`src/rtl/nws_pkg.sv`:
```
package nws_pkg;

   typedef enum logic {
      ORD_INTERLEAVE = 1'b0,
      ORD_LINEAR     = 1'b1
   } burst_ord_e;

   // low two address bits for beat number 'beat' of a burst starting at 'start'
   function automatic logic [1:0] beat_low(input logic [1:0] start,
                                           input logic [1:0] beat,
                                           input burst_ord_e ord);
      logic [1:0] r;
      if (ord == ORD_LINEAR) r = start + beat;
      else                   r = start ^ beat;
      return r;
   endfunction

endpackage

```
`src/rtl/nws_cmd_stage.sv`:
```
module nws_cmd_stage
   import nws_pkg::*;
#(
   parameter int ADDR_W = 6,
   parameter int LANES  = 4
) (
   input  logic              clk,
   input  logic              rst_n,
   input  logic              cke,
   input  logic              sel_ok,
   input  logic              step,
   input  logic              wr_n,
   input  logic              lin,
   input  logic [ADDR_W-1:0] addr,
   input  logic [LANES-1:0]  bw_n,
   output logic              s1_valid,
   output logic              s1_write,
   output logic [ADDR_W-1:0] s1_addr,
   output logic [LANES-1:0]  s1_mask
);

   logic              burst_on;
   logic              burst_wr;
   burst_ord_e        burst_ord;
   logic [ADDR_W-1:0] burst_base;
   logic [1:0]        beat_cnt;
   logic [1:0]        beat_nx;
   logic [ADDR_W-1:0] step_addr;

   assign beat_nx   = beat_cnt + 2'd1;
   assign step_addr = {burst_base[ADDR_W-1:2], beat_low(burst_base[1:0], beat_nx, burst_ord)};

   always_ff @(posedge clk or negedge rst_n) begin
      if (!rst_n) begin
         burst_on   <= 1'b0;
         burst_wr   <= 1'b0;
         burst_ord  <= ORD_INTERLEAVE;
         burst_base <= '0;
         beat_cnt   <= '0;
         s1_valid   <= 1'b0;
         s1_write   <= 1'b0;
         s1_addr    <= '0;
         s1_mask    <= '0;
      end else if (cke) begin
         if (!step) begin
            if (sel_ok) begin
               burst_on   <= 1'b1;
               burst_wr   <= !wr_n;
               burst_ord  <= burst_ord_e'(lin);
               burst_base <= addr;
               beat_cnt   <= '0;
               s1_valid   <= 1'b1;
               s1_write   <= !wr_n;
               s1_addr    <= addr;
               s1_mask    <= ~bw_n;
            end else begin
               burst_on <= 1'b0;
               s1_valid <= 1'b0;
               s1_write <= 1'b0;
            end
         end else if (burst_on) begin
            beat_cnt <= beat_nx;
            s1_valid <= 1'b1;
            s1_write <= burst_wr;
            s1_addr  <= step_addr;
            s1_mask  <= ~bw_n;
         end else begin
            s1_valid <= 1'b0;
            s1_write <= 1'b0;
         end
      end
   end

endmodule

```
`src/rtl/nws_lane_array.sv`:
```
module nws_lane_array #(
   parameter int ADDR_W = 6,
   parameter int LANES  = 4,
   parameter int LANE_W = 9
) (
   input  logic                    clk,
   input  logic                    we,
   input  logic [ADDR_W-1:0]       waddr,
   input  logic [LANES-1:0]        wmask,
   input  logic [LANES*LANE_W-1:0] wdata,
   input  logic [ADDR_W-1:0]       raddr,
   output logic [LANES*LANE_W-1:0] rdata
);

   localparam int DEPTH = 1 << ADDR_W;

   for (genvar l = 0; l < LANES; l++) begin : g_lane
      logic [LANE_W-1:0] mem [DEPTH];

      always_ff @(posedge clk) begin
         if (we && wmask[l]) mem[waddr] <= wdata[l*LANE_W +: LANE_W];
      end

      assign rdata[l*LANE_W +: LANE_W] = mem[raddr];
   end

endmodule

```
`src/rtl/nws_fwd_merge.sv`:
```
module nws_fwd_merge #(
   parameter int LANES  = 4,
   parameter int LANE_W = 9
) (
   input  logic                    hit,
   input  logic [LANES-1:0]        mask,
   input  logic [LANES*LANE_W-1:0] arr_data,
   input  logic [LANES*LANE_W-1:0] new_data,
   output logic [LANES*LANE_W-1:0] merged
);

   for (genvar l = 0; l < LANES; l++) begin : g_lane
      assign merged[l*LANE_W +: LANE_W] = (hit && mask[l]) ? new_data[l*LANE_W +: LANE_W]
                                                          : arr_data[l*LANE_W +: LANE_W];
   end

endmodule

```
`src/rtl/nws_sram.sv`:
```
module nws_sram
   import nws_pkg::*;
#(
   parameter int ADDR_W = 6,
   parameter int LANES  = 4,
   parameter int LANE_W = 9
) (
   input  logic                    clk,
   input  logic                    rst_n,
   input  logic                    cke,
   input  logic                    sel_a_n,
   input  logic                    sel_b,
   input  logic                    sel_c_n,
   input  logic                    step,
   input  logic                    wr_n,
   input  logic                    lin,
   input  logic [ADDR_W-1:0]       addr,
   input  logic [LANES-1:0]        bw_n,
   input  logic [LANES*LANE_W-1:0] dq_in,
   output logic [LANES*LANE_W-1:0] dq_out,
   output logic                    dq_oe
);

   localparam int DATA_W = LANES * LANE_W;

   if (ADDR_W < 3) begin : g_bad_addr
      $error("nws_sram: ADDR_W must be at least 3 to hold a 4-beat burst");
   end
   if (LANES < 1) begin : g_bad_lanes
      $error("nws_sram: LANES must be at least 1");
   end
   if (LANE_W < 1) begin : g_bad_lane_w
      $error("nws_sram: LANE_W must be at least 1");
   end

   logic              sel_ok;
   logic              s1_valid, s1_write;
   logic [ADDR_W-1:0] s1_addr;
   logic [LANES-1:0]  s1_mask;

   logic              s2_valid, s2_write;
   logic [ADDR_W-1:0] s2_addr;
   logic [LANES-1:0]  s2_mask;
   logic [DATA_W-1:0] s2_rdata;

   logic              commit;
   logic              fwd_hit;
   logic [DATA_W-1:0] arr_rd;
   logic [DATA_W-1:0] fwd_rd;

   assign sel_ok  = !sel_a_n && sel_b && !sel_c_n;
   assign commit  = cke && s2_valid && s2_write;
   assign fwd_hit = s2_valid && s2_write && (s2_addr == s1_addr);

   nws_cmd_stage #(.ADDR_W(ADDR_W), .LANES(LANES)) u_cmd (
      .clk      (clk),
      .rst_n    (rst_n),
      .cke      (cke),
      .sel_ok   (sel_ok),
      .step     (step),
      .wr_n     (wr_n),
      .lin      (lin),
      .addr     (addr),
      .bw_n     (bw_n),
      .s1_valid (s1_valid),
      .s1_write (s1_write),
      .s1_addr  (s1_addr),
      .s1_mask  (s1_mask)
   );

   nws_lane_array #(.ADDR_W(ADDR_W), .LANES(LANES), .LANE_W(LANE_W)) u_arr (
      .clk   (clk),
      .we    (commit),
      .waddr (s2_addr),
      .wmask (s2_mask),
      .wdata (dq_in),
      .raddr (s1_addr),
      .rdata (arr_rd)
   );

   nws_fwd_merge #(.LANES(LANES), .LANE_W(LANE_W)) u_fwd (
      .hit      (fwd_hit),
      .mask     (s2_mask),
      .arr_data (arr_rd),
      .new_data (dq_in),
      .merged   (fwd_rd)
   );

   always_ff @(posedge clk or negedge rst_n) begin
      if (!rst_n) begin
         s2_valid <= 1'b0;
         s2_write <= 1'b0;
         s2_addr  <= '0;
         s2_mask  <= '0;
         s2_rdata <= '0;
         dq_oe    <= 1'b0;
         dq_out   <= '0;
      end else if (cke) begin
         s2_valid <= s1_valid;
         s2_write <= s1_write;
         s2_addr  <= s1_addr;
         s2_mask  <= s1_mask;
         s2_rdata <= fwd_rd;
         dq_oe    <= s2_valid && !s2_write;
         dq_out   <= (s2_valid && !s2_write) ? s2_rdata : '0;
      end
   end

endmodule

```
`config.mk`:
```
export PLATFORM = sky130hd
export DESIGN_NAME = nws_sram
export DESIGN_NICKNAME = d
export VERILOG_FILES = /design/src/rtl/nws_pkg.sv /design/src/rtl/nws_cmd_stage.sv /design/src/rtl/nws_lane_array.sv /design/src/rtl/nws_fwd_merge.sv /design/src/rtl/nws_sram.sv
export SDC_FILE = /design/constraint.sdc
export NUM_CORES = 2
export LEC_CHECK = 0
export CAP_MARGIN = 15
export CORE_UTILIZATION = 35
export CTS_CLUSTER_SIZE = 24
export DETAILED_ROUTE_END_ITERATION = 8
export DONT_BUFFER_PORTS = 1
export SETUP_SLACK_MARGIN = 0.1
export SYNTH_ARGS = -nofsm -noshare
export SYNTH_HDL_FRONTEND = slang
export SYNTH_SLANG_ARGS = --single-unit
```
`constraint.sdc`:
```
create_clock -name clk -period 2.4 [get_ports clk]
set_input_delay 0.24 -clock clk [delete_from_list [all_inputs] [get_ports clk]]
set_output_delay 0.24 -clock clk [all_outputs]
set_load 0.05 [all_outputs]
```
==> Flow_metrics.wiki <==
{| class="wikitable"
! Metric !! Value
|-
| Fraction of the core area covered by cells at the end of the flow || 44.1%
|-
| Async S/R FF share, synth || 4.48%
|-
| Final cycle utilization of the critical path || 116%
|-
| TritonCTS clock tree || yes
|-
| Hold Slack || -0.522 ns
|-
| Seq. cell area || approximately 72000 um^2
|-
| 1st-iter DRT viols || between 6k and 7k
|-
| Crit end category || flop
|-
| Die boundary height || about 520 um
|-
| Wire length of the first global-routing pass || between 300 and 400 mm
|-
| Number of buffers added on ports || 0
|-
| Layout cells sized above 1 || between 30% and 40%
|-
| Horiz. Die Dim || 517 um
|-
| Boundary pin count || 92
|-
| Final worst setup slack || -0.373 ns
|-
| Post-Synth Simple-Gate Area || 2.18%
|-
| Cell with the biggest individual delay on the critical path || sky130_fd_sc_hd__mux4_2
|-
| Global-route usage over all layers || about a fifth
|-
| Post-synthesis instance area || 92700 um^2
|-
| Total congestion overflow || 0
|-
| Total via count in the routed design || 49.2k
|-
| Final GP Congestion || ~0.89
|-
| Hold Crit Class || in -> reg
|-
| Failing checks || hold timing, setup timing
|-
| NumNets Final || 5299
|-
| Max Clock Freq || around 360 MHz
|-
| Total cell area at the placement stage || 102000 um^2
|-
| Placeable core region || ~260000 um^2
|-
| Cells along the critical path || buf_12, buf_16, buf_4, buf_12, buf_16, mux4_2, a22oi_2, a21oi_2, o41ai_2, a31oi_1
|-
| Slew HR || 32.0%
|-
| Count of final hold-check violations || 34
|-
| # fillers || 22.3k
|-
| Post-synthesis adder-cell area fraction || less than 1%
|-
| Design area || approximately 120000 um^2
|-
| # setup viols final || 37
|-
| Dominant combinational cell family by area after synthesis || multiplexers
|-
| Count of unresolved DRC violations after routing || 0
|-
| Wirelength, routed || about 260 mm
|-
| Most common flop cell mapped by yosys || sky130_fd_sc_hd__edfxtp_1
|-
| Setup skew after layout || ~0.096 ns
|-
| Leakage power || 37.6 nW
|-
| Delay of the slowest cell on the worst path || 0.53 ns
|-
| Vias in the first global route || 49.7k
|-
| Number of nets with antenna violations after routing || 0
|-
| Latest clock arrival within the worst-skew pair || 0.94 ns
|-
| Worst VDD drop || 0.745 mV
|-
| Unrepaired setup endpoints after global routing || true
|-
| Final total negative setup slack || -10.14 ns
|-
| Routed wire per std cell || roughly 29 um
|-
| Initial antenna violation count || 15
|-
| Detail-routed via count per cell || 5.49
|-
| Sequential-to-total area share from yosys stat || between 70% and 80%
|-
| Compound-Gate Fraction of Synth Area || under 10%
|-
| Critical path peak fanout || 10
|-
| FF+latch count, synth || approximately 2.4k
|-
| P per Cell Area || 1040 nW/um^2
|-
| Layout-stage area growth over the synthesis result || 25.0%
|-
| Main area contributors after synthesis || sky130_fd_sc_hd__edfxtp_1 (75%), sky130_fd_sc_hd__mux4_2 (14%), sky130_fd_sc_hd__dfrtp_1 (2.9%)
|-
| Avg Inst Size Synth || 21.5 um^2
|-
| Run status || finished with violations
|-
| Die Area || 267000 um^2
|-
| Post-Synthesis Cells || approximately 4.3k
|-
| Max-slew violation count || 0
|-
| Number of maximum-capacitance violations || 0
|-
| Clk root buf || sky130_fd_sc_hd__clkbuf_16
|-
| Syn nets || 4377
|-
| Actual slew at the worst max-slew pin || just over 1 ns
|-
| Floorplan row count || 188
|-
| Detailed-router iteration count before antenna repair || 6
|-
| Synth top area share || 74.6%
|-
| CP required || 3.17 ns
|-
| Number of buffers on the longest clock path || 4
|-
| Area leader, netlist || sky130_fd_sc_hd__edfxtp_1
|-
| Arrival time worst endpoint || about 3.5 ns
|-
| Startpoint-to-endpoint class of the critical path || reg -> reg
|-
| Clock slew at the register clock pins of the worst setup and hold paths || 0.06 ns
|-
| Initial core utilization || 35.3%
|-
| Final HPWL DP || 167 mm
|-
| Post-synth EDFFs || 2304
|-
| Area occupied by multi-input gates || 21000 um^2
|-
| Share of synthesized area spent on multiplexers || 15.2%
|-
| Maximum number of pins on one net before global-route repair || 85
|-
| Xor/xnor share of the synthesized area || less than 1%
|-
| Number of buffers created by CTS || 242
|-
| Yosys warns || 0
|-
| Element type at the critical path start || flop
|-
| Maximum level of the CTS H-tree || 4
|-
| Total clock sinks || 2412
|-
| Distinct cell type count after synthesis || 50
|-
| Post-layout min period || 2.77 ns
|}
==> per-stage QoR <==
stage	cells	setup WS [ns]	power, mW
after floorplan	4321	0.0479	64.6
after global placement	8228	-0.529	76.2
after detailed placement	8228	-0.519	76.3
after CTS	8910	-0.330	119
after global routing	8961	-0.393	124
final	8965	-0.373	121
==> sequential cells by signal, summed over array words and instances, names as in the netlist <==
name / cells
dq_out: 36
s2_mask: 4
u_arr.g_lane.mem: 2304
s2_valid: 1
s2_write: 1
u_cmd.s1_valid: 1
u_cmd.s1_mask: 4
u_cmd.burst_wr: 1
dq_oe: 1
u_cmd.burst_base: 6
s2_addr: 6
s2_rdata: 36
u_cmd.s1_addr: 6
u_cmd.burst_on: 1
u_cmd.beat_cnt: 2
u_cmd.burst_ord: 1
u_cmd.s1_write: 1
==> report_power, final <==
group / total [mW] / leakage, nW / switching, mW / internal, mW
combinational: 35.5 / 11.8 / 17.2 / 18.3
clock: 37.3 / 3.82 / 16.1 / 21.2
sequential: 47.8 / 22.0 / 1.17 / 46.6
==> metal layers <==
layer / vias to the layer above / track usage [%] / wire length (um) / share of wire, %
met1: 26400 / 26.5 / 105000 / 40
met5: - / 0 / 0 / 0
li1: 20000 / - / - / -
met3: 517 / 3.62 / 21200 / 8.0
met4: 0 / 7.06 / 10500 / 4.0
met2: 2368 / 31.2 / 126000 / 48
==> layout make-up <==
type / count / share of cell area [%]
clock inverter: 143 / 1.18
timing repair buffer: 948 / 9.29
clock buffer: 302 / 5.56
antenna: 6 / 0.0130
multi-input combinational: 1632 / 18.1
tap: 3515 / 3.79
sequential: 2412 / 62.0
inverter: 7 / 0.0237
==> cells in the final DEF (no fill, tap or decap), types with 7 or more instances in the layout <==
| cell | n |
|---|---|
| sky130_fd_sc_hd__a21oi_1 | 57 |
| sky130_fd_sc_hd__buf_8 | 15 |
| sky130_fd_sc_hd__mux4_2 | 593 |
| sky130_fd_sc_hd__edfxtp_1 | 2304 |
| sky130_fd_sc_hd__nor2_1 | 290 |
| sky130_fd_sc_hd__clkinv_1 | 43 |
| sky130_fd_sc_hd__clkbuf_16 | 250 |
| sky130_fd_sc_hd__nor3_1 | 7 |
| sky130_fd_sc_hd__buf_4 | 585 |
| sky130_fd_sc_hd__clkbuf_8 | 16 |
| sky130_fd_sc_hd__a22oi_2 | 137 |
| sky130_fd_sc_hd__a22o_1 | 40 |
| sky130_fd_sc_hd__dlygate4sd3_1 | 92 |
| sky130_fd_sc_hd__clkinv_2 | 53 |
| sky130_fd_sc_hd__buf_16 | 73 |
| sky130_fd_sc_hd__buf_12 | 115 |
| sky130_fd_sc_hd__a22oi_1 | 84 |
| sky130_fd_sc_hd__clkbuf_1 | 44 |
| sky130_fd_sc_hd__nand2_1 | 104 |
| sky130_fd_sc_hd__o41ai_4 | 8 |
| sky130_fd_sc_hd__o41ai_2 | 13 |
| sky130_fd_sc_hd__bufinv_16 | 20 |
| sky130_fd_sc_hd__clkinvlp_4 | 11 |
| sky130_fd_sc_hd__buf_6 | 56 |
| sky130_fd_sc_hd__nand2_2 | 16 |
| sky130_fd_sc_hd__mux2i_1 | 41 |
| sky130_fd_sc_hd__nor2_2 | 7 |
| sky130_fd_sc_hd__o21ai_1 | 8 |
| sky130_fd_sc_hd__dfrtp_1 | 104 |
| sky130_fd_sc_hd__a21oi_2 | 57 |
| sky130_fd_sc_hd__a31oi_1 | 23 |
| sky130_fd_sc_hd__mux2_2 | 29 |
==> cells by family (layout without fill, tap and decap cells) <==
family | after synthesis | in the layout
DFF | 2412 | 2412
AOI/OAI and AO/OA | 466 | 466
other | 0 | 6
adders and majority gates | 1 | 1
buffers and inverters | 277 | 1400
and+or+nand+nor | 489 | 489
muxes | 667 | 667
xor gates and xnor gates | 9 | 9
==> timing repair <==
action                                   CTS  global route
hold buffers                             131             2
endpoints found under the setup margin    39           176
cloned                                    24             9
gates resized for setup                  304           152
pin swaps                                 63            82
buffers inserted                          86            46
endpoints found under the hold margin   2511            43
==> critical path: cells and delay by family, from the launching register on <==
| kind | cells | cell delay [ns] |
|---|---|---|
| muxes | 1 | 0.53 |
| buffers and inverters | 5 | 0.74 |
| AOI/OAI and AO/OA | 4 | 0.85 |
| DFF | 1 | 0.48 |
==> synthesized netlist by cell type, drive strengths merged (3+ instances only) <==
library cell	count
a21o	3
and3b	4
o21ai	13
a31oi	24
or3	4
inv	7
nor2b	6
buf	134
mux4	593
a21oi	117
a221oi	3
nor4	7
nand3	4
nand2b	5
xnor2	3
nor3	10
mux2i	43
o22ai	7
a22oi	221
nand4	5
o41ai	22
nand2	122
xor2	6
and2	4
a22o	41
edfxtp	2304
nor2	299
a211oi	3
mux2	31
clkbuf	136
dfrtp	108
a2111oi	4
nor3b	7
and3	7
==> final timing paths <==
kind / startpoint / end / slack (ns) / depth (start not counted)
setup / recovery: u_cmd.s1_addr[0]$_DFFE_PN0P_ / s2_rdata[1]$_DFFE_PN0P_ / -0.37 / 10
hold / removal: cke / s2_rdata[28]$_DFFE_PN0P_ / -0.52 / 1
setup reg to reg: u_cmd.s1_addr[0]$_DFFE_PN0P_ / s2_rdata[1]$_DFFE_PN0P_ / -0.37 / 10
hold reg to reg: u_cmd.s1_valid$_DFFE_PN0P_ / u_cmd.s1_valid$_DFFE_PN0P_ / 0.49 / 1
max in group asynchronous: rst_n / u_cmd.s1_addr[1]$_DFFE_PN0P_ / 1.29 / 3
min in group asynchronous: rst_n / s2_rdata[10]$_DFFE_PN0P_ / 0.50 / 3
Power figures use the tool's default switching activity.
